==> src/rtl/hpx_pkg.sv <==
`timescale 1ns/1ps
package hpx_pkg;

    localparam int PEND_N  = 6;
    localparam int PEND_LO = 9;

    // status bit positions
    localparam int B_RDF = 0;
    localparam int B_TDE = 1;
    localparam int B_CMD = 2;
    localparam int B_HFI = 3;   // two bits, 4:3

    // control bit positions
    localparam int C_RIE = 0;
    localparam int C_TIE = 1;
    localparam int C_CIE = 2;
    localparam int C_HFO = 3;   // two bits, 4:3

    // pending order: P-read, P-write, X-read, X-write, Y-read, Y-write
    localparam logic [PEND_N-1:0] RD_PEND = 6'b010101;
    localparam logic [PEND_N-1:0] WR_PEND = 6'b101010;

    typedef enum logic [1:0] {
        A_CTRL = 2'd0,
        A_STAT = 2'd1,
        A_TXC  = 2'd2,
        A_DATA = 2'd3
    } addr_e;

    typedef enum logic [1:0] {
        TX_EMPTY  = 2'd0,
        TX_LOADED = 2'd1,
        TX_DELIV  = 2'd2,
        TX_STALL  = 2'd3
    } tx_state_e;

    typedef enum logic {
        RX_VACANT = 1'b0,
        RX_HELD   = 1'b1
    } rx_state_e;

endpackage

==> src/rtl/hpx_txpath.sv <==
`timescale 1ns/1ps
module hpx_txpath
    import hpx_pkg::*;
#(
    parameter int DATA_W = 32
) (
    input  logic              clk,
    input  logic              rst_n,
    input  logic              tx_load,
    input  logic [DATA_W-1:0] tx_data,
    input  logic              host_rd,
    output logic              tx_empty,
    output logic              rx_full,
    output logic              xfer,
    output logic [DATA_W-1:0] host_rx
);

    tx_state_e         st_q, st_d;
    logic [DATA_W-1:0] hold_q;
    logic [DATA_W-1:0] hrx_q;

    always_ff @(posedge clk or negedge rst_n) begin
        if (!rst_n) st_q <= TX_EMPTY;
        else        st_q <= st_d;
    end

    always_comb begin
        st_d = st_q;
        unique case (st_q)
            TX_EMPTY:  st_d = tx_load ? TX_LOADED : TX_EMPTY;
            TX_LOADED: st_d = tx_load ? TX_STALL  : TX_DELIV;
            TX_DELIV: begin
                if (tx_load) st_d = host_rd ? TX_LOADED : TX_STALL;
                else         st_d = host_rd ? TX_EMPTY  : TX_DELIV;
            end
            TX_STALL:  st_d = host_rd ? TX_LOADED : TX_STALL;
            default:   st_d = TX_EMPTY;
        endcase
    end

    always_comb begin
        tx_empty = 1'b0;
        rx_full  = 1'b0;
        xfer     = 1'b0;
        unique case (st_q)
            TX_EMPTY:  tx_empty = 1'b1;
            TX_LOADED: xfer     = 1'b1;
            TX_DELIV: begin
                tx_empty = 1'b1;
                rx_full  = 1'b1;
            end
            TX_STALL:  rx_full  = 1'b1;
            default:   tx_empty = 1'b1;
        endcase
    end

    always_ff @(posedge clk or negedge rst_n) begin
        if (!rst_n) begin
            hold_q <= '0;
            hrx_q  <= '0;
        end else begin
            if (xfer)    hrx_q  <= hold_q;
            if (tx_load) hold_q <= tx_data;
        end
    end

    assign host_rx = hrx_q;

endmodule

==> src/rtl/hpx_ctl.sv <==
`timescale 1ns/1ps
module hpx_ctl
    import hpx_pkg::*;
#(
    parameter int DATA_W = 32
) (
    input  logic              clk,
    input  logic              rst_n,
    input  logic              ctrl_wr,
    input  logic [DATA_W-1:0] wdata,
    input  logic              txc_wr,
    input  logic              rx_rd,
    input  logic              host_wr,
    input  logic [DATA_W-1:0] host_wdata,
    input  logic [PEND_N-1:0] host_req,
    input  logic              host_cmd,
    input  logic [1:0]        host_flag_in,
    input  logic              xfer,
    output logic [DATA_W-1:0] ctrl_q,
    output logic [PEND_N-1:0] pend_q,
    output logic              rdf,
    output logic              cmd_q,
    output logic [1:0]        hfi_q,
    output logic [DATA_W-1:0] rx_q,
    output logic              mreq_q
);

    localparam logic [DATA_W-1:0] LOW_MASK  = DATA_W'((1 << (C_HFO + 2)) - 1);
    localparam logic [DATA_W-1:0] PEND_MASK = DATA_W'(((1 << PEND_N) - 1) << PEND_LO);
    localparam logic [DATA_W-1:0] CTRL_MASK = LOW_MASK | PEND_MASK;

    rx_state_e         rx_st_q, rx_st_d;
    logic [PEND_N-1:0] pend_d;

    // receive-side state register
    always_ff @(posedge clk or negedge rst_n) begin
        if (!rst_n) rx_st_q <= RX_VACANT;
        else        rx_st_q <= rx_st_d;
    end

    always_comb begin
        rx_st_d = rx_st_q;
        unique case (rx_st_q)
            RX_VACANT: rx_st_d = host_wr ? RX_HELD : RX_VACANT;
            RX_HELD:   rx_st_d = (rx_rd && !host_wr) ? RX_VACANT : RX_HELD;
            default:   rx_st_d = RX_VACANT;
        endcase
    end

    assign rdf = (rx_st_q == RX_HELD);

    // pending flags: clears first, set pulses win
    always_comb begin
        pend_d = pend_q;
        if (txc_wr) pend_d = pend_d & ~RD_PEND;
        if (rx_rd)  pend_d = pend_d & ~WR_PEND;
        pend_d = pend_d | host_req;
    end

    always_ff @(posedge clk or negedge rst_n) begin
        if (!rst_n) begin
            ctrl_q <= '0;
            pend_q <= '0;
            cmd_q  <= 1'b0;
            hfi_q  <= '0;
            rx_q   <= '0;
            mreq_q <= 1'b0;
        end else begin
            if (ctrl_wr) ctrl_q <= wdata & CTRL_MASK;
            pend_q <= pend_d;
            cmd_q  <= host_cmd;
            hfi_q  <= host_flag_in;
            if (host_wr) rx_q <= host_wdata;
            if (|host_req)  mreq_q <= 1'b1;
            else if (xfer)  mreq_q <= 1'b0;
        end
    end

endmodule

==> src/rtl/hpx_port.sv <==
`timescale 1ns/1ps
module hpx_port
    import hpx_pkg::*;
#(
    parameter int DATA_W = 32
) (
    input  logic              clk,
    input  logic              rst_n,
    input  logic              cpu_wr,
    input  logic              cpu_rd,
    input  logic [1:0]        cpu_addr,
    input  logic [DATA_W-1:0] cpu_wdata,
    output logic [DATA_W-1:0] cpu_rdata,
    input  logic              host_wr,
    input  logic [DATA_W-1:0] host_wdata,
    input  logic              host_rd,
    output logic [DATA_W-1:0] host_rdata,
    output logic              host_rxfull,
    input  logic [PEND_N-1:0] host_req,
    input  logic              host_cmd,
    input  logic [1:0]        host_flag_in,
    output logic [1:0]        host_flag_out,
    output logic              host_mreq,
    output logic              irq_rx,
    output logic              irq_tx,
    output logic              irq_cmd,
    output logic              irq_mem
);

    addr_e             adr;
    logic              ctrl_wr, txc_wr, txp_wr, rx_rd;
    logic              tx_empty, xfer;
    logic [DATA_W-1:0] ctrl_q, rx_q, status;
    logic [PEND_N-1:0] pend_q;
    logic              rdf, cmd_q, mreq_q;
    logic [1:0]        hfi_q;

    assign adr     = addr_e'(cpu_addr);
    assign ctrl_wr = cpu_wr && (adr == A_CTRL);
    assign txc_wr  = cpu_wr && (adr == A_TXC);
    assign txp_wr  = cpu_wr && (adr == A_DATA);
    assign rx_rd   = cpu_rd && (adr == A_DATA);

    hpx_txpath #(.DATA_W(DATA_W)) u_tx (
        .clk      (clk),
        .rst_n    (rst_n),
        .tx_load  (txc_wr | txp_wr),
        .tx_data  (cpu_wdata),
        .host_rd  (host_rd),
        .tx_empty (tx_empty),
        .rx_full  (host_rxfull),
        .xfer     (xfer),
        .host_rx  (host_rdata)
    );

    hpx_ctl #(.DATA_W(DATA_W)) u_ctl (
        .clk          (clk),
        .rst_n        (rst_n),
        .ctrl_wr      (ctrl_wr),
        .wdata        (cpu_wdata),
        .txc_wr       (txc_wr),
        .rx_rd        (rx_rd),
        .host_wr      (host_wr),
        .host_wdata   (host_wdata),
        .host_req     (host_req),
        .host_cmd     (host_cmd),
        .host_flag_in (host_flag_in),
        .xfer         (xfer),
        .ctrl_q       (ctrl_q),
        .pend_q       (pend_q),
        .rdf          (rdf),
        .cmd_q        (cmd_q),
        .hfi_q        (hfi_q),
        .rx_q         (rx_q),
        .mreq_q       (mreq_q)
    );

    always_comb begin
        status = '0;
        status[B_RDF]                    = rdf;
        status[B_TDE]                    = tx_empty;
        status[B_CMD]                    = cmd_q;
        status[B_HFI +: 2]               = hfi_q;
        status[PEND_LO +: PEND_N]        = pend_q;
    end

    always_comb begin
        cpu_rdata = '0;
        unique case (adr)
            A_CTRL: cpu_rdata = ctrl_q;
            A_STAT: cpu_rdata = status;
            A_TXC:  cpu_rdata = '0;
            A_DATA: cpu_rdata = rx_q;
            default: cpu_rdata = '0;
        endcase
    end

    assign host_flag_out = ctrl_q[C_HFO +: 2];
    assign host_mreq     = mreq_q;
    assign irq_rx        = rdf      & ctrl_q[C_RIE];
    assign irq_tx        = tx_empty & ctrl_q[C_TIE];
    assign irq_cmd       = cmd_q    & ctrl_q[C_CIE];
    assign irq_mem       = |(pend_q & ctrl_q[PEND_LO +: PEND_N]);

endmodule

==> src/rtl/hpx_bank.sv <==
`timescale 1ns/1ps
module hpx_bank
    import hpx_pkg::*;
#(
    parameter int NPORTS = 2,
    parameter int DATA_W = 32,
    localparam int SEL_W = (NPORTS > 1) ? $clog2(NPORTS) : 1
) (
    input  logic                     clk,
    input  logic                     rst_n,
    input  logic [SEL_W-1:0]         cpu_sel,
    input  logic [1:0]               cpu_addr,
    input  logic                     cpu_wr,
    input  logic                     cpu_rd,
    input  logic [DATA_W-1:0]        cpu_wdata,
    output logic [DATA_W-1:0]        cpu_rdata,
    input  logic [NPORTS-1:0]        host_wr,
    input  logic [NPORTS*DATA_W-1:0] host_wdata,
    input  logic [NPORTS-1:0]        host_rd,
    output logic [NPORTS*DATA_W-1:0] host_rdata,
    output logic [NPORTS-1:0]        host_rxfull,
    input  logic [NPORTS*PEND_N-1:0] host_req,
    input  logic [NPORTS-1:0]        host_cmd,
    input  logic [NPORTS*2-1:0]      host_flag_in,
    output logic [NPORTS*2-1:0]      host_flag_out,
    output logic [NPORTS-1:0]        host_mreq,
    output logic [NPORTS-1:0]        irq_rx,
    output logic [NPORTS-1:0]        irq_tx,
    output logic [NPORTS-1:0]        irq_cmd,
    output logic [NPORTS-1:0]        irq_mem
);

    logic [DATA_W-1:0] port_rdata [NPORTS];

    for (genvar p = 0; p < NPORTS; p++) begin : g_port
        logic hit;
        assign hit = (cpu_sel == SEL_W'(p));

        hpx_port #(.DATA_W(DATA_W)) u_port (
            .clk           (clk),
            .rst_n         (rst_n),
            .cpu_wr        (cpu_wr && hit),
            .cpu_rd        (cpu_rd && hit),
            .cpu_addr      (cpu_addr),
            .cpu_wdata     (cpu_wdata),
            .cpu_rdata     (port_rdata[p]),
            .host_wr       (host_wr[p]),
            .host_wdata    (host_wdata[p*DATA_W +: DATA_W]),
            .host_rd       (host_rd[p]),
            .host_rdata    (host_rdata[p*DATA_W +: DATA_W]),
            .host_rxfull   (host_rxfull[p]),
            .host_req      (host_req[p*PEND_N +: PEND_N]),
            .host_cmd      (host_cmd[p]),
            .host_flag_in  (host_flag_in[p*2 +: 2]),
            .host_flag_out (host_flag_out[p*2 +: 2]),
            .host_mreq     (host_mreq[p]),
            .irq_rx        (irq_rx[p]),
            .irq_tx        (irq_tx[p]),
            .irq_cmd       (irq_cmd[p]),
            .irq_mem       (irq_mem[p])
        );
    end

    always_comb begin
        cpu_rdata = '0;
        for (int i = 0; i < NPORTS; i++) begin
            if (cpu_sel == SEL_W'(i)) cpu_rdata = port_rdata[i];
        end
    end

endmodule

==> config.mk <==
export PLATFORM = sky130hd
export DESIGN_NAME = hpx_bank
export DESIGN_NICKNAME = d
export VERILOG_FILES = /design/src/rtl/hpx_pkg.sv /design/src/rtl/hpx_txpath.sv /design/src/rtl/hpx_ctl.sv /design/src/rtl/hpx_port.sv /design/src/rtl/hpx_bank.sv
export SDC_FILE = /design/constraint.sdc
export NUM_CORES = 1
export LEC_CHECK = 0
export ABC_AREA = 1
export BUFFER_PORTS_ARGS = -buffer_cell sky130_fd_sc_hd__buf_2
export CAP_MARGIN = 5
export CORE_MARGIN = 2
export CORE_UTILIZATION = 51
export DETAILED_ROUTE_END_ITERATION = 8
export PLACE_DENSITY = 0.77
export SLEW_MARGIN = 20
export SYNTH_ARGS = -nofsm -noshare
export SYNTH_HDL_FRONTEND = slang
export SYNTH_HIERARCHICAL = 1
export SYNTH_SLANG_ARGS = --single-unit
==> constraint.sdc <==
create_clock -name clk -period 1 [get_ports clk]
set_input_delay 0.2 -clock clk [delete_from_list [all_inputs] [get_ports clk]]
set_output_delay 0.2 -clock clk [all_outputs]
set_load 0.01 [all_outputs]
* Yosys cells after proc, flatten, opt, wreduce, memory -nomap -nowiden
Cells that the tools add are included.
Cells by class: add/subtract/negate cells 0, multipliers 0, divide/modulo/power cells 0, order comparisons 0, eq/ne operators 9, shift-type cells 0, mux-type cells 35, bitwise operators 15, reductions and logical operators 29
Operator list (number):
- 32-bit one-hot mux with 4 select lines | 2
- 32-bit 2-to-1 mux | 1
- 6-bit OR reduction | 4
- 1-bit 2-to-1 mux | 18
- 2-bit one-hot mux with 4 select lines | 2
- 1-bit logical AND | 14
- 6-bit AND | 2
- 2-bit == test (second input constant) | 6
- 2-bit 2-to-1 mux | 6
- 6-bit 2-to-1 mux | 2
- 6-bit OR | 2
- 5-bit 2-to-1 mux | 2
- 2-bit OR reduction | 4
- 1-bit AND | 6
- 2-bit by 1-bit == test with 1-bit output (second input constant) | 3
- 2-bit zero test | 3
- 1-bit one-hot mux with 2 select lines | 2
- 2-bit nonzero test | 2
- 1-bit inverter | 3
- 1-bit zero test | 2
- 1-bit OR | 2
Storage, ports and cells: register bits 240, bits in latches 0, memory bits (writable) 0, ROM bits 0, input port bits 125, output and inout bits 112, word-level logic and storage cells 108, memories 0

* Logic depth before layout (Yosys ltp)
Gate-level depths: netlist (run 1).
word-level depth 6, depth in mapped cells 10, mapped depth without buffers 6

* Modules after synthesis
Netlist (run 1), hierarchy kept.
Modules (own cells, without submodules):
- hpx_txpath | instances 2, cells each 282, area an instance 2667.6 µm², sequential area each 1651.6 µm²
- hpx_ctl | instances 2, cells each 242, area an instance 2324.7 µm², sequential area each 1351.3 µm²
- hpx_port | instances 2, cells each 145, area an instance 982.2 µm², sequential area each 0.0 µm²
- hpx_bank | instances 1, cells each 112, area an instance 495.5 µm², sequential area each 0.0 µm²

* Worst setup path before layout (run 1)
No wires, ideal clock.
path kind input-to-reg, from input port cpu_sel, to register g_port[0].u_port.u_ctl.ctrl_q[10], library setup time 0.128 ns, data arrival time 1.082 ns, data required time 0.872 ns, slack -0.209 ns, stages 6, buffers on the path 3, path through buf_6 buf_4 nor2_1 nor3b_2 clkbuf_2 o21ai_0
Between the ends: word-level cells in the longest chain between the ends 3
RTL lines:
- from (decl) | line hpx_bank.sv:11 | input logic [SEL_W-1:0] cpu_sel,
- 1-bit inverter
- 1-bit logical AND | line hpx_bank.sv:42 | .cpu_wr (cpu_wr && hit),
- 1-bit logical AND | line hpx_port.sv:39 | assign ctrl_wr = cpu_wr && (adr == A_CTRL);
- via g_port[0].u_port.ctrl_wr | line hpx_port.sv:31 | logic ctrl_wr, txc_wr, txp_wr, rx_rd;
- to (signal assigned) | line hpx_ctl.sv:69 | if (ctrl_wr) ctrl_q <= wdata & CTRL_MASK;
- to (decl) | line hpx_ctl.sv:19 | output logic [DATA_W-1:0] ctrl_q,
The timed path passes the listed nets, and every way through them passes these cells. A chain may end at the register's enable or synchronous reset.

==> results of run 1 <==
[cells in the final DEF (no fill, tap or decap), types with 3 or more instances in the layout]
cell / instances
sky130_fd_sc_hd__nand2_1: 378
sky130_fd_sc_hd__dfrtp_1: 237
sky130_fd_sc_hd__inv_1: 184
sky130_fd_sc_hd__buf_2: 184
sky130_fd_sc_hd__nand3_2: 137
sky130_fd_sc_hd__dlygate4sd3_1: 116
sky130_fd_sc_hd__nand2_2: 114
sky130_fd_sc_hd__buf_4: 99
sky130_fd_sc_hd__buf_6: 77
sky130_fd_sc_hd__o21ai_1: 65
sky130_fd_sc_hd__o21ai_0: 57
sky130_fd_sc_hd__o21ai_2: 42
sky130_fd_sc_hd__conb_1: 42
sky130_fd_sc_hd__nand3_1: 34
sky130_fd_sc_hd__buf_12: 34
sky130_fd_sc_hd__clkbuf_16: 30
sky130_fd_sc_hd__nand2_4: 26
sky130_fd_sc_hd__inv_2: 11
sky130_fd_sc_hd__nor2_1: 10
sky130_fd_sc_hd__clkbuf_1: 10
sky130_fd_sc_hd__clkbuf_8: 5
sky130_fd_sc_hd__buf_16: 5
sky130_fd_sc_hd__o21bai_1: 4
sky130_fd_sc_hd__nor2_4: 3
sky130_fd_sc_hd__clkinv_2: 3
sky130_fd_sc_hd__nand2_8: 3
sky130_fd_sc_hd__dfrtp_2: 3
sky130_fd_sc_hd__buf_8: 3
[cell usage after synthesis, types with 8 or more instances]
cell                      count
sky130_fd_sc_hd__nand2_2     10
sky130_fd_sc_hd__buf_12       8
sky130_fd_sc_hd__o21ai_0     90
sky130_fd_sc_hd__nor2_1      12
sky130_fd_sc_hd__buf_6       41
sky130_fd_sc_hd__inv_1      198
sky130_fd_sc_hd__nand2_1    508
sky130_fd_sc_hd__o21ai_2     40
sky130_fd_sc_hd__dfrtp_1    240
sky130_fd_sc_hd__buf_4       69
sky130_fd_sc_hd__nand3_2     98
sky130_fd_sc_hd__nand3_1     74
sky130_fd_sc_hd__o21ai_1     34
[power by group through the flow]
stage / combinational [uW] / clock, uW / sequential [uW]
after global placement: 6220 / 0 / 12900
after CTS: 7980 / 9140 / 12800
after floorplan: 3320 / 0 / 13100
final: 9930 / 9120 / 13200
after detailed placement: 6360 / 0 / 12900
after global routing: 10600 / 9600 / 13300
[flip-flops by register name, summed over array words and instances (netlist names)]
signal / cells
g_port.u_port/u_ctl/ctrl_q: 22
g_port.u_port/u_ctl/rx_q: 64
g_port.u_port/u_ctl/cmd_q: 2
g_port.u_port/u_ctl/hfi_q: 4
g_port.u_port/u_ctl/rdf: 2
g_port.u_port/u_tx/host_rx: 64
g_port.u_port/u_tx/hold_q: 64
g_port.u_port/u_ctl/mreq_q: 2
g_port.u_port/u_tx/st_q: 4
g_port.u_port/u_ctl/pend_q: 12
[layout make-up]
| cell class | instances | area [sq um] | area share [%] |
|---|---|---|---|
| antenna | 1 | 2.50 | 0.0139 |
| clock buffer | 41 | 757 | 4.20 |
| clock inverter | 5 | 40.0 | 0.222 |
| inverter | 201 | 785 | 4.35 |
| multi-input combinational | 921 | 5330 | 29.6 |
| sequential | 240 | 6010 | 33.4 |
| tap | 324 | 405 | 2.25 |
| timing repair buffer | 523 | 4690 | 26.0 |
[layer usage]
metal | wire length [um] | part of all wire, % | vias up
met5 | 0 | 0 | -
met4 | 1920 | 4.7 | 0
met3 | 3040 | 7.4 | 138
met2 | 18800 | 46 | 593
met1 | 17100 | 42 | 5498
li1 | - | - | 5319
[cells by family after synthesis]
| group | Yosys count | share of synthesized area [%] |
|---|---|---|
| AND/OR/NAND/NOR | 710 | 27.9 |
| buffers and inverters | 330 | 15.8 |
| flip-flops | 240 | 48.3 |
| AO/OA/AOI/OAI | 168 | 8.04 |
| other | 2 | 0.0603 |
[worst max-delay path: cells and delay by family, from the launching register on]
family / cells / cell delay [ps]
buffers and inverters: 2 / 200
DFF: 1 / 430
and+or+nand+nor: 4 / 310
[per-stage QoR]
step	cells	total power, uW	hold WS, ps	cell area [sq um]
floorplan	1490	16400	-95.6	12700
global placement	1998	19100	81.6	14000
detailed placement	1998	19300	80.0	14000
CTS	2201	29900	4.52	16900
global route	2256	33600	46.5	18000
finish	2256	32200	49.5	18000
[timing repair]
| item | CTS | global route |
|---|---|---|
| hold endpoints to repair | 405 | 0 |
| gates resized for setup | 137 | 177 |
| hold buffers | 116 | 0 |
| endpoints found under the setup margin | 171 | 182 |
| pin swaps | 115 | 51 |
| setup buffers | 36 | 53 |
| cloned | 6 | 5 |
[worst max path at each step]
stage | slack, ps | to | startpoint | cells past startpoint
global placement | -400 | cpu_rdata[14] | cpu_addr[0] | 7
CTS | -660 | irq_mem[1] | g_port[1].u_port/u_ctl/pend_q[1] | 5
finish | -670 | cpu_rdata[1] | g_port[0].u_port/u_tx/st_q[0] | 6
floorplan | -140 | g_port[0].u_port/u_ctl/ctrl_q[10] | cpu_sel | 6
detailed placement | -400 | cpu_rdata[14] | cpu_addr[0] | 7
global route | -740 | cpu_rdata[1] | g_port[0].u_port/u_tx/st_q[0] | 6
==> results.sh, run 1 <==
export IMPL_portBuffers=236
export IMPL_netlist_top_cell_by_area="sky130_fd_sc_hd__dfrtp_1"
export IMPL_routed_via_count=11548
export IMPL_finalWeightedCongestion=0.925
export IMPL_die_y_um=160
export IMPL_grt_busiest_layer="met2"
export IMPL_synth_edff_count=0
export IMPL_clock_sink_count=240
export IMPL_number_of_buffers_on_the_longest_clock_path=3
export IMPL_critical_path_cell_sequence="inv_4 -> nand3_2 -> nand3_2 -> nand2_2 -> nand2_2 -> buf_6"
export IMPL_drt_iter0_markers=1067
export IMPL_fin_skew_ps=7.03
export IMPL_grt_max_degree=66
export IMPL_wire_length_of_the_first_global_routing_pass_um=58800
export IMPL_timing_reg2reg_setup_slack_ps=-560
export IMPL_vias_per_cell=5.12
export IMPL_cts_tree="yes"
export IMPL_timing_critical_path_arrival_ps=1470
export IMPL_period_minus_slack_ps=1670
export IMPL_hold_path_end="g_port[1].u_port/u_ctl/ctrl_q[14]"
export IMPL_use_met2_pct=43.9
export IMPL_setup_total_negative_slack_ps=-61610
export IMPL_grt_overflow_total=0
export IMPL_h_tree_depth=1
export IMPL_ys_top_cells_by_area="sky130_fd_sc_hd__dfrtp_1 (48%), sky130_fd_sc_hd__nand2_1 (15%), sky130_fd_sc_hd__nand3_2 (7.9%), sky130_fd_sc_hd__inv_1 (6.0%), sky130_fd_sc_hd__buf_4 (4.2%)"
export IMPL_cp_max_fo=2
export IMPL_cell_internal_pwr_uw=21700
export IMPL_initial_standard_cell_utilization_of_the_core_pct=51.6
export IMPL_p_leak_uw=0.00934
export IMPL_vdd_drop_max_mv=1.21
export IMPL_groute_layer_met3_usage_pct=4.39
export IMPL_run_status="finished, violations left"
export IMPL_area_growth_synth_to_final_pct=44.8
export IMPL_clk_latency_ps=540
export IMPL_dp_final_hpwl_um=23700
export IMPL_core_area_sq_mm=0.0241
export IMPL_final_antenna_net_count=0
export IMPL_gate_power_share_pct=30.8
export IMPL_final_core_util_pct=74.7
export IMPL_fillCellCount=1592
export IMPL_syn_area_sq_mm=0.0124
export IMPL_grt_pass1_vias=10939
export IMPL_place_worst_setup_slack_ps=-401
export IMPL_synth_top_cell_area_share_pct=48.3
export IMPL_hold_path_depth=3
export IMPL_final_worst_setup_slack_ps=-666
export IMPL_violations="negative setup slack"
export IMPL_finalMaxSlewViolations=0
export IMPL_max_freq_mhz=600
export IMPL_fraction_of_met1_tracks_used_by_global_routing_pct=41.6
export IMPL_slowest_stage_cell_cp="sky130_fd_sc_hd__dfrtp_1"
export IMPL_synth_async_sr_flop_share_pct=100
export IMPL_p_sw_share_pct=32.6
export IMPL_max_cap_violations=0
export IMPL_grt_use_total_pct=28.8
export IMPL_power_density_mw_per_mm2=1790
export IMPL_floorplan_io_pins=237
export IMPL_post_drt_wl_per_cell_um=18.2
export IMPL_num_nets_final=2038
export IMPL_synth_main_ff_cell="sky130_fd_sc_hd__dfrtp_1"
export IMPL_fp_dieArea_sq_mm=0.0257
export IMPL_yosysWarningCount=6
export IMPL_net_switching_power_figure_uw=10500
export IMPL_r2r_start="g_port[0].u_port/u_tx/st_q[0]"
export IMPL_cts_root_buf="sky130_fd_sc_hd__clkbuf_16"
export IMPL_number_of_antenna_violations_at_the_first_check_in_global_routing=1
export IMPL_floorplan_die_width_um=160
export IMPL_startpoint_type="flip-flop"
export IMPL_setup_repair_after_global_routing_missed_its_margin="true"
export IMPL_power_sequential_fraction_pct=40.9
export IMPL_worst_endpoint_required_ps=800
export IMPL_drt_pre_antenna_iters=5
export IMPL_layout_drive_gt1_share_pct=41.0
export IMPL_detail_route_drc_violations=0
export IMPL_r2r_cells=9
export IMPL_core_rowCount=57
export IMPL_clkSlewWorstSetupHoldPaths_ps=60
export IMPL_avgSynthCellArea_sq_um=8.58
export IMPL_final_period_utilization_pct=167
export IMPL_launch_point_of_the_worst_hold_path="cpu_wdata[14]"
export IMPL_endpoint_kind="output pin"
export IMPL_r2r_end="g_port[0].u_port/u_tx/host_rx[23]"
export IMPL_synth_ff_latch_count=240
export IMPL_wl_um=41000
export IMPL_power_frac_clock_pct=28.3
export IMPL_worstHoldPathType="in -> reg"
export IMPL_synth_seq_area_share_pct=48.3
export IMPL_number_of_failing_hold_endpoints_at_the_final_stage=0
export IMPL_synthCells=1450
export IMPL_worst_path_largest_cell_delay_ps=430
export IMPL_cts_buffers_inserted=26
export IMPL_timing_setup_critical_path_class="reg -> out"
export IMPL_setup_viol=181
export IMPL_synth_distinct_cells=25
Note: power is estimated with default switching activity, not from simulation.
==> run 2: changes to the inputs <==
--- a/config.mk
+++ b/config.mk
@@ -12,6 +12,7 @@
 export CORE_UTILIZATION = 51
 export DETAILED_ROUTE_END_ITERATION = 8
 export PLACE_DENSITY = 0.77
+export SETUP_SLACK_MARGIN = 0.02
 export SLEW_MARGIN = 20
 export SYNTH_ARGS = -nofsm -noshare
 export SYNTH_HDL_FRONTEND = slang
==> results.sh, run 2 (synthesized netlist as in run 1, its figures left out) <==
export IMPL_power_uw=35000
export IMPL_setup_repair_after_global_routing_missed_its_margin="true"
export IMPL_endpoint_kind="output pin"
export IMPL_fp_dieArea_sq_mm=0.0257
export IMPL_h_tree_depth=1
export IMPL_detail_route_drc_violations=0
export IMPL_max_cap_violations=0
export IMPL_final_period_utilization_pct=169
export IMPL_timing_critical_path_mode_cell="sky130_fd_sc_hd__nand2_1"
export IMPL_dp_final_hpwl_um=24500
export IMPL_cts_tree="yes"
export IMPL_mostFrequentLayoutCells="sky130_fd_sc_hd__nand2_1 (357), sky130_fd_sc_hd__dfrtp_1 (233), sky130_fd_sc_hd__inv_1 (184), sky130_fd_sc_hd__buf_2 (184), sky130_fd_sc_hd__nand3_2 (149)"
export IMPL_floorplan_die_width_um=160
export IMPL_final_core_util_pct=78.3
export IMPL_layout_drive_gt1_share_pct=45.2
export IMPL_post_route_cell_area_sq_mm=0.0189
export IMPL_startpoint_type="flip-flop"
export IMPL_routed_via_count=12332
export IMPL_worst_endpoint_required_ps=800
export IMPL_run_status="finished, violations left"
export IMPL_final_common_cell="sky130_fd_sc_hd__nand2_1"
export IMPL_setup_viol=182
export IMPL_power_density_mw_per_mm2=1850
export IMPL_die_y_um=160
export IMPL_final_worst_setup_slack_ps=-691
export IMPL_max_freq_mhz=592
export IMPL_clkSlewWorstSetupHoldPaths_ps=60
export IMPL_drt_pre_antenna_iters=8
export IMPL_cts_root_buf="sky130_fd_sc_hd__clkbuf_16"
export IMPL_grt_max_degree=38
export IMPL_dp_cells=1993
export IMPL_number_of_antenna_violations_at_the_first_check_in_global_routing=0
export IMPL_finalMaxSlewViolations=0
export IMPL_wl_um=47900
export IMPL_worst_path_largest_cell_delay_ps=430
export IMPL_period_minus_slack_ps=1690
export IMPL_p_leak_uw=0.00965
export IMPL_initial_standard_cell_utilization_of_the_core_pct=51.6
export IMPL_critical_path_cell_sequence="nand2_1 -> nand2_1 -> nor2_2 -> nand2_2 -> buf_6"
export IMPL_num_nets_final=2079
export IMPL_slowest_stage_cell_cp="sky130_fd_sc_hd__dfrtp_1"
export IMPL_vdd_drop_max_mv=1.32
export IMPL_violations="negative setup slack"
export IMPL_grt_use_total_pct=32.2
export IMPL_worstHoldPathType="in -> reg"
export IMPL_area_growth_synth_to_final_pct=51.6
export IMPL_drt_iter0_markers=1180
export IMPL_portBuffers=236
export IMPL_timing_setup_critical_path_class="reg -> out"
export IMPL_timing_critical_path_arrival_ps=1490
export IMPL_clk_latency_ps=550
export IMPL_final_antenna_net_count=0
export IMPL_number_of_buffers_on_the_longest_clock_path=3
export IMPL_dpl_cell_area_sq_mm=0.0139
export IMPL_floorplan_io_pins=237
export IMPL_cts_buffers_inserted=26
export IMPL_final_instance_count_excl_fill=2297
export IMPL_clock_sink_count=240
export IMPL_finalWeightedCongestion=0.939
export IMPL_grt_overflow_total=0
export IMPL_grt_pass1_vias=11836
export IMPL_core_area_sq_mm=0.0241
export IMPL_wire_length_of_the_first_global_routing_pass_um=65000
export IMPL_cp_max_fo=3
export IMPL_antenna_cells_inserted=0
export IMPL_fin_skew_ps=15.3
export IMPL_number_of_failing_hold_endpoints_at_the_final_stage=0
export IMPL_vias_per_cell=5.37
export IMPL_core_rowCount=57
export IMPL_post_drt_wl_per_cell_um=20.8
[run 2: metrics by stage]
step	hold WS (ps)	TNS (ps)	setup WS, ps
global placement	95.7	-35750	-343
finish	98.1	-53600	-691
global route	103	-57870	-731
floorplan	-95.6	-9380	-144
detailed placement	95.9	-40240	-382
CTS	86.7	-63220	-664
[run 2: where the power goes]
part	internal (uW)	switching [uW]
Clock	5580	4310
Sequential	11600	1770
Combinational	5780	5960
Total	22900	12000
[run 2: area by class of cell]
cell class | instances | area, sq um
timing repair inverter | 1 | 30.0
inverter | 201 | 792
clock buffer | 31 | 699
multi-input combinational | 925 | 5690
clock inverter | 16 | 169
fill | 1410 | 5240
sequential | 240 | 6010
timing repair buffer | 559 | 5070
tap | 324 | 405
[run 2: worst paths after layout]
check	from	end	slack (ps)	cells past startpoint
max	g_port[1].u_port/u_ctl/pend_q[0]	irq_mem[1]	-690	5
min	host_wr[1]	g_port[1].u_port/u_ctl/rx_q[11]	100	3
max reg2reg	g_port[1].u_port/u_tx/st_q[0]	g_port[1].u_port/u_tx/host_rx[9]	-230	6
min reg2reg	g_port[1].u_port/u_tx/host_rx[23]	g_port[1].u_port/u_tx/host_rx[23]	500	2
max in group asynchronous	rst_n	g_port[0].u_port/u_tx/hold_q[17]	310	3
min in group asynchronous	rst_n	g_port[0].u_port/u_tx/host_rx[28]	130	2
[run 2: metal layers]
metal / global-route usage [%] / vias up / routed length, um
met1: 44.0 / 5834 / 18000
met5: 0 / - / 0
met3: 6.03 / 271 / 4720
met4: 12.9 / 0 / 3020
li1: - / 5408 / -
met2: 51.0 / 819 / 22100
[run 2: critical path: cells and delay by family, from the launching register on]
family | cells | cell delay (ps)
simple gates | 4 | 390
flops | 1 | 430
buf+inv | 1 | 130
[run 2: repair_timing]
action                                 CTS  global route
cloned                                  19             4
hold buffers                           117             0
endpoints found under the hold margin  403             0
buffers inserted                        65            67
pin swaps                              154            81
gates resized for setup                205           210
setup endpoints to repair              176           183
==> run 3: changes to the inputs <==
--- a/config.mk
+++ b/config.mk
@@ -9,12 +9,11 @@
 export BUFFER_PORTS_ARGS = -buffer_cell sky130_fd_sc_hd__buf_2
 export CAP_MARGIN = 5
 export CORE_MARGIN = 2
-export CORE_UTILIZATION = 51
+export CORE_UTILIZATION = 49
 export DETAILED_ROUTE_END_ITERATION = 8
 export PLACE_DENSITY = 0.77
 export SETUP_SLACK_MARGIN = 0.02
 export SLEW_MARGIN = 20
 export SYNTH_ARGS = -nofsm -noshare
 export SYNTH_HDL_FRONTEND = slang
-export SYNTH_HIERARCHICAL = 1
 export SYNTH_SLANG_ARGS = --single-unit
==> results.sh, run 3 <==
export IMPL_run_status="finished, violations left"
export IMPL_violations="negative setup slack"
export IMPL_mostFrequentLayoutCells="sky130_fd_sc_hd__nand2_1 (396), sky130_fd_sc_hd__dfrtp_1 (239), sky130_fd_sc_hd__buf_2 (208)"
export IMPL_wl_um=37400
export IMPL_wire_length_of_the_first_global_routing_pass_um=55500
export IMPL_final_common_cell="sky130_fd_sc_hd__nand2_1"
export IMPL_detail_route_drc_violations=0
export IMPL_synthMostInstantiatedCell="sky130_fd_sc_hd__nand2_1"
export IMPL_h_tree_depth=1
export IMPL_vias_per_cell=5.45
export IMPL_area_fraction_in_and_or_nand_and_nor_cells_after_synthesis_pct=23.8
export IMPL_gate_power_share_pct=27.5
export IMPL_synth_edff_count=0
export IMPL_final_period_utilization_pct=170
export IMPL_number_of_antenna_violations_at_the_first_check_in_global_routing=3
export IMPL_synth_main_ff_cell="sky130_fd_sc_hd__dfrtp_1"
export IMPL_vdd_drop_max_mv=1.56
export IMPL_worst_endpoint_required_ps=800
export IMPL_grt_pass1_vias=10626
export IMPL_layout_drive_gt1_share_pct=37.7
export IMPL_cts_root_buf="sky130_fd_sc_hd__clkbuf_16"
export IMPL_ys_top_cells_by_area="sky130_fd_sc_hd__dfrtp_1 (60%), sky130_fd_sc_hd__nand2_1 (16%), sky130_fd_sc_hd__nand3_1 (6.3%), sky130_fd_sc_hd__o21ai_0 (5.9%), sky130_fd_sc_hd__inv_1 (2.8%)"
export IMPL_grt_overflow_total=0
export IMPL_yosysWarningCount=0
export IMPL_power_sequential_fraction_pct=41.9
export IMPL_cell_internal_pwr_uw=20600
export IMPL_die_y_um=147
export IMPL_slowest_stage_cell_cp="sky130_fd_sc_hd__dfrtp_1"
export IMPL_startpoint_type="flip-flop"
export IMPL_syn_area_sq_mm=0.0101
export IMPL_timing_reg2reg_setup_slack_ps=-370
export IMPL_cts_buffers_inserted=26
export IMPL_timing_critical_path_mode_cell="sky130_fd_sc_hd__nor2_2"
export IMPL_finalMaxSlewViolations=0
export IMPL_timing_worst_slew_pin_value_ps=338
export IMPL_net_switching_power_figure_uw=9540
export IMPL_core_area_sq_mm=0.0202
export IMPL_setup_repair_after_global_routing_missed_its_margin="true"
export IMPL_avgSynthCellArea_sq_um=8.67
export IMPL_power_density_mw_per_mm2=1900
export IMPL_path_delay_family="flip-flops"
export IMPL_synth_distinct_cells=19
export IMPL_grt_use_total_pct=32.5
export IMPL_post_drt_wl_per_cell_um=19.5
export IMPL_routed_via_count=10431
export IMPL_final_worst_setup_slack_ps=-698
export IMPL_post_route_cell_area_sq_mm=0.0159
export IMPL_max_cap_violations=0
export IMPL_floorplan_die_width_um=147
export IMPL_critical_path_cell_sequence="inv_2 -> nand3_2 -> nand2_2 -> nor2_2 -> nor2_2 -> buf_2"
export IMPL_worst_path_largest_cell_delay_ps=400
export IMPL_timing_setup_critical_path_class="reg -> out"
export IMPL_drt_pre_antenna_iters=5
export IMPL_clkSlewWorstSetupHoldPaths_ps=60
export IMPL_netlist_top_cell_by_area="sky130_fd_sc_hd__dfrtp_1"
export IMPL_timing_max_slew_rel_slack_pct=77.4
export IMPL_number_of_failing_hold_endpoints_at_the_final_stage=0
export IMPL_floorplan_io_pins=237
export IMPL_synth_ff_latch_count=240
export IMPL_synth_nets=1286
export IMPL_fp_dieArea_sq_mm=0.0217
export IMPL_num_nets_final=1749
export IMPL_cp_max_fo=2
export IMPL_timing_critical_path_arrival_ps=1500
export IMPL_final_antenna_net_count=0
export IMPL_synthCells=1161
export IMPL_fin_skew_ps=19.9
export IMPL_critical_path_n_buffers_inverters=2
export IMPL_power_frac_clock_pct=30.5
export IMPL_cts_tree="yes"
export IMPL_yosys_area_share_xor_xnor_pct=0
export IMPL_number_of_buffers_on_the_longest_clock_path=3
export IMPL_clock_sink_count=240
export IMPL_period_minus_slack_ps=1700
export IMPL_endpoint_kind="output pin"
export IMPL_initial_standard_cell_utilization_of_the_core_pct=49.9
export IMPL_p_sw_share_pct=31.6
export IMPL_area_growth_synth_to_final_pct=57.7
export IMPL_synth_async_sr_flop_share_pct=100
export IMPL_portBuffers=236
export IMPL_finalWeightedCongestion=0.914
export IMPL_clk_latency_ps=550
export IMPL_final_instance_count_excl_fill=1915
export IMPL_max_freq_mhz=589
export IMPL_main_combinational_cell_family_by_area_after_synthesis="simple AND/OR/NAND/NOR gates"
export IMPL_synth_adder_area_share_pct=0
export IMPL_synth_seq_area_share_pct=59.7
export IMPL_synth_area_mux_share_pct=1.12
export IMPL_drt_iter0_markers=842
export IMPL_dpl_cell_area_sq_mm=0.0123
export IMPL_synth_top_cell_area_share_pct=59.7
export IMPL_dp_cells=1655
export IMPL_core_rowCount=52
export IMPL_worstHoldPathType="in -> reg"
export IMPL_dp_final_hpwl_um=20000
export IMPL_synth_compound_area_share_pct=8.15
export IMPL_setup_viol=181
export IMPL_grt_max_degree=44
export IMPL_p_leak_uw=0.00827
export IMPL_post_synth_most_frequent_cells="sky130_fd_sc_hd__nand2_1 (428), sky130_fd_sc_hd__dfrtp_1 (240), sky130_fd_sc_hd__nand3_1 (127), sky130_fd_sc_hd__o21ai_0 (118), sky130_fd_sc_hd__inv_1 (76)"
run 3: cell count changes in the layout (fill, tap and decap cells not counted), moves of 33 or more:
cell / before / now
sky130_fd_sc_hd__nand3_1: 10 / 93
sky130_fd_sc_hd__conb_1: 42 / 0
sky130_fd_sc_hd__buf_6: 73 / 40
sky130_fd_sc_hd__nand3_2: 149 / 34
sky130_fd_sc_hd__inv_1: 184 / 50
sky130_fd_sc_hd__o21ai_0: 57 / 115
sky130_fd_sc_hd__o21ai_1: 65 / 2
sky130_fd_sc_hd__nand2_1: 357 / 396
sky130_fd_sc_hd__o21ai_2: 42 / 1
sky130_fd_sc_hd__nand2_2: 133 / 25
run 3: path summary, 6_finish.rpt:
path                                                   start                                end  cells past startpoint
max reg2reg                    g_port[0].u_port.u_tx.st_q[0]  g_port[0].u_port.u_tx.host_rx[14]                      8
min reg2reg                g_port[0].u_port.u_tx.host_rx[10]  g_port[0].u_port.u_tx.host_rx[10]                      2
max in group asynchronous                              rst_n  g_port[1].u_port.u_tx.host_rx[23]                      3
min                                             cpu_wdata[3]    g_port[0].u_port.u_tx.hold_q[3]                      3
min in group asynchronous                              rst_n  g_port[0].u_port.u_tx.host_rx[10]                      2
max                            g_port[0].u_port.u_tx.st_q[0]                       cpu_rdata[1]                      6
run 3: cell families (layout without fill, tap and decap cells):
kind of cell,after synthesis,in the layout
compound gates,150,150
buf+inv,168,650
flops,240,240
mux,10,10
other cells,0,2
simple gates,593,593
run 3: final cells by class:
class / instances / area [sq um]
Timing Repair Buffer: 525 / 4410
Inverter: 78 / 310
Fill cell: 1164 / 4290
Tap cell: 270 / 338
Multi-Input combinational cell: 753 / 4000
Clock inverter: 13 / 88.8
Sequential cell: 240 / 6010
Antenna cell: 2 / 5.00
Clock buffer: 34 / 721
run 3: what timing repair did:
item / 4_1_cts / 5_1_grt
gates resized for setup: 138 / 71
buffers inserted: 51 / 48
pin swaps: 74 / 31
hold endpoints to repair: 370 / 0
setup endpoints to repair: 176 / 183
hold buffers: 107 / 0
cloned: 10 / 1
run 3: power by group through the flow:
| stage | combinational [uW] | clock [uW] | sequential, uW |
|---|---|---|---|
| floorplan | 2610 | 0 | 12700 |
| global placement | 5160 | 0 | 12500 |
| detailed placement | 5330 | 0 | 12500 |
| CTS | 7020 | 9140 | 12500 |
| global route | 8940 | 9700 | 12800 |
| finish | 8300 | 9210 | 12600 |
run 3: metrics by stage:
step           total power, uW  util, %  hold WS (ps)  TNS (ps)  setup WS (ps)
2_1_floorplan            15300        -         -95.6      -623          -66.3
3_3_place_gp             17600     61.0          91.9    -34470           -400
3_5_place_dp             17900     61.0          89.6    -35380           -383
4_1_cts                  28600     75.8          13.3    -51380           -679
5_1_grt                  31400     78.7          14.3    -61510           -725
6_report                 30200     78.7          18.1    -55450           -698
run 3: metal layers:
metal	share of wire (%)	wire length (um)	GRT usage, %	up-vias
met2	51	18900	57.6	632
met5	0.035	13	0	-
li1	-	-	-	4610
met3	9.3	3480	5.62	149
met4	5.0	1880	13.8	2
met1	35	13100	39.4	5038
run 3: worst register-to-register path: stages (launching register included):
cell,delay (ps)
sky130_fd_sc_hd__dfrtp_1,400
sky130_fd_sc_hd__buf_4,140
sky130_fd_sc_hd__buf_6,120
sky130_fd_sc_hd__buf_12,130
sky130_fd_sc_hd__nand2_8,100
sky130_fd_sc_hd__buf_12,130
sky130_fd_sc_hd__buf_16,120
sky130_fd_sc_hd__nand2_1,70
sky130_fd_sc_hd__nand2_2,80
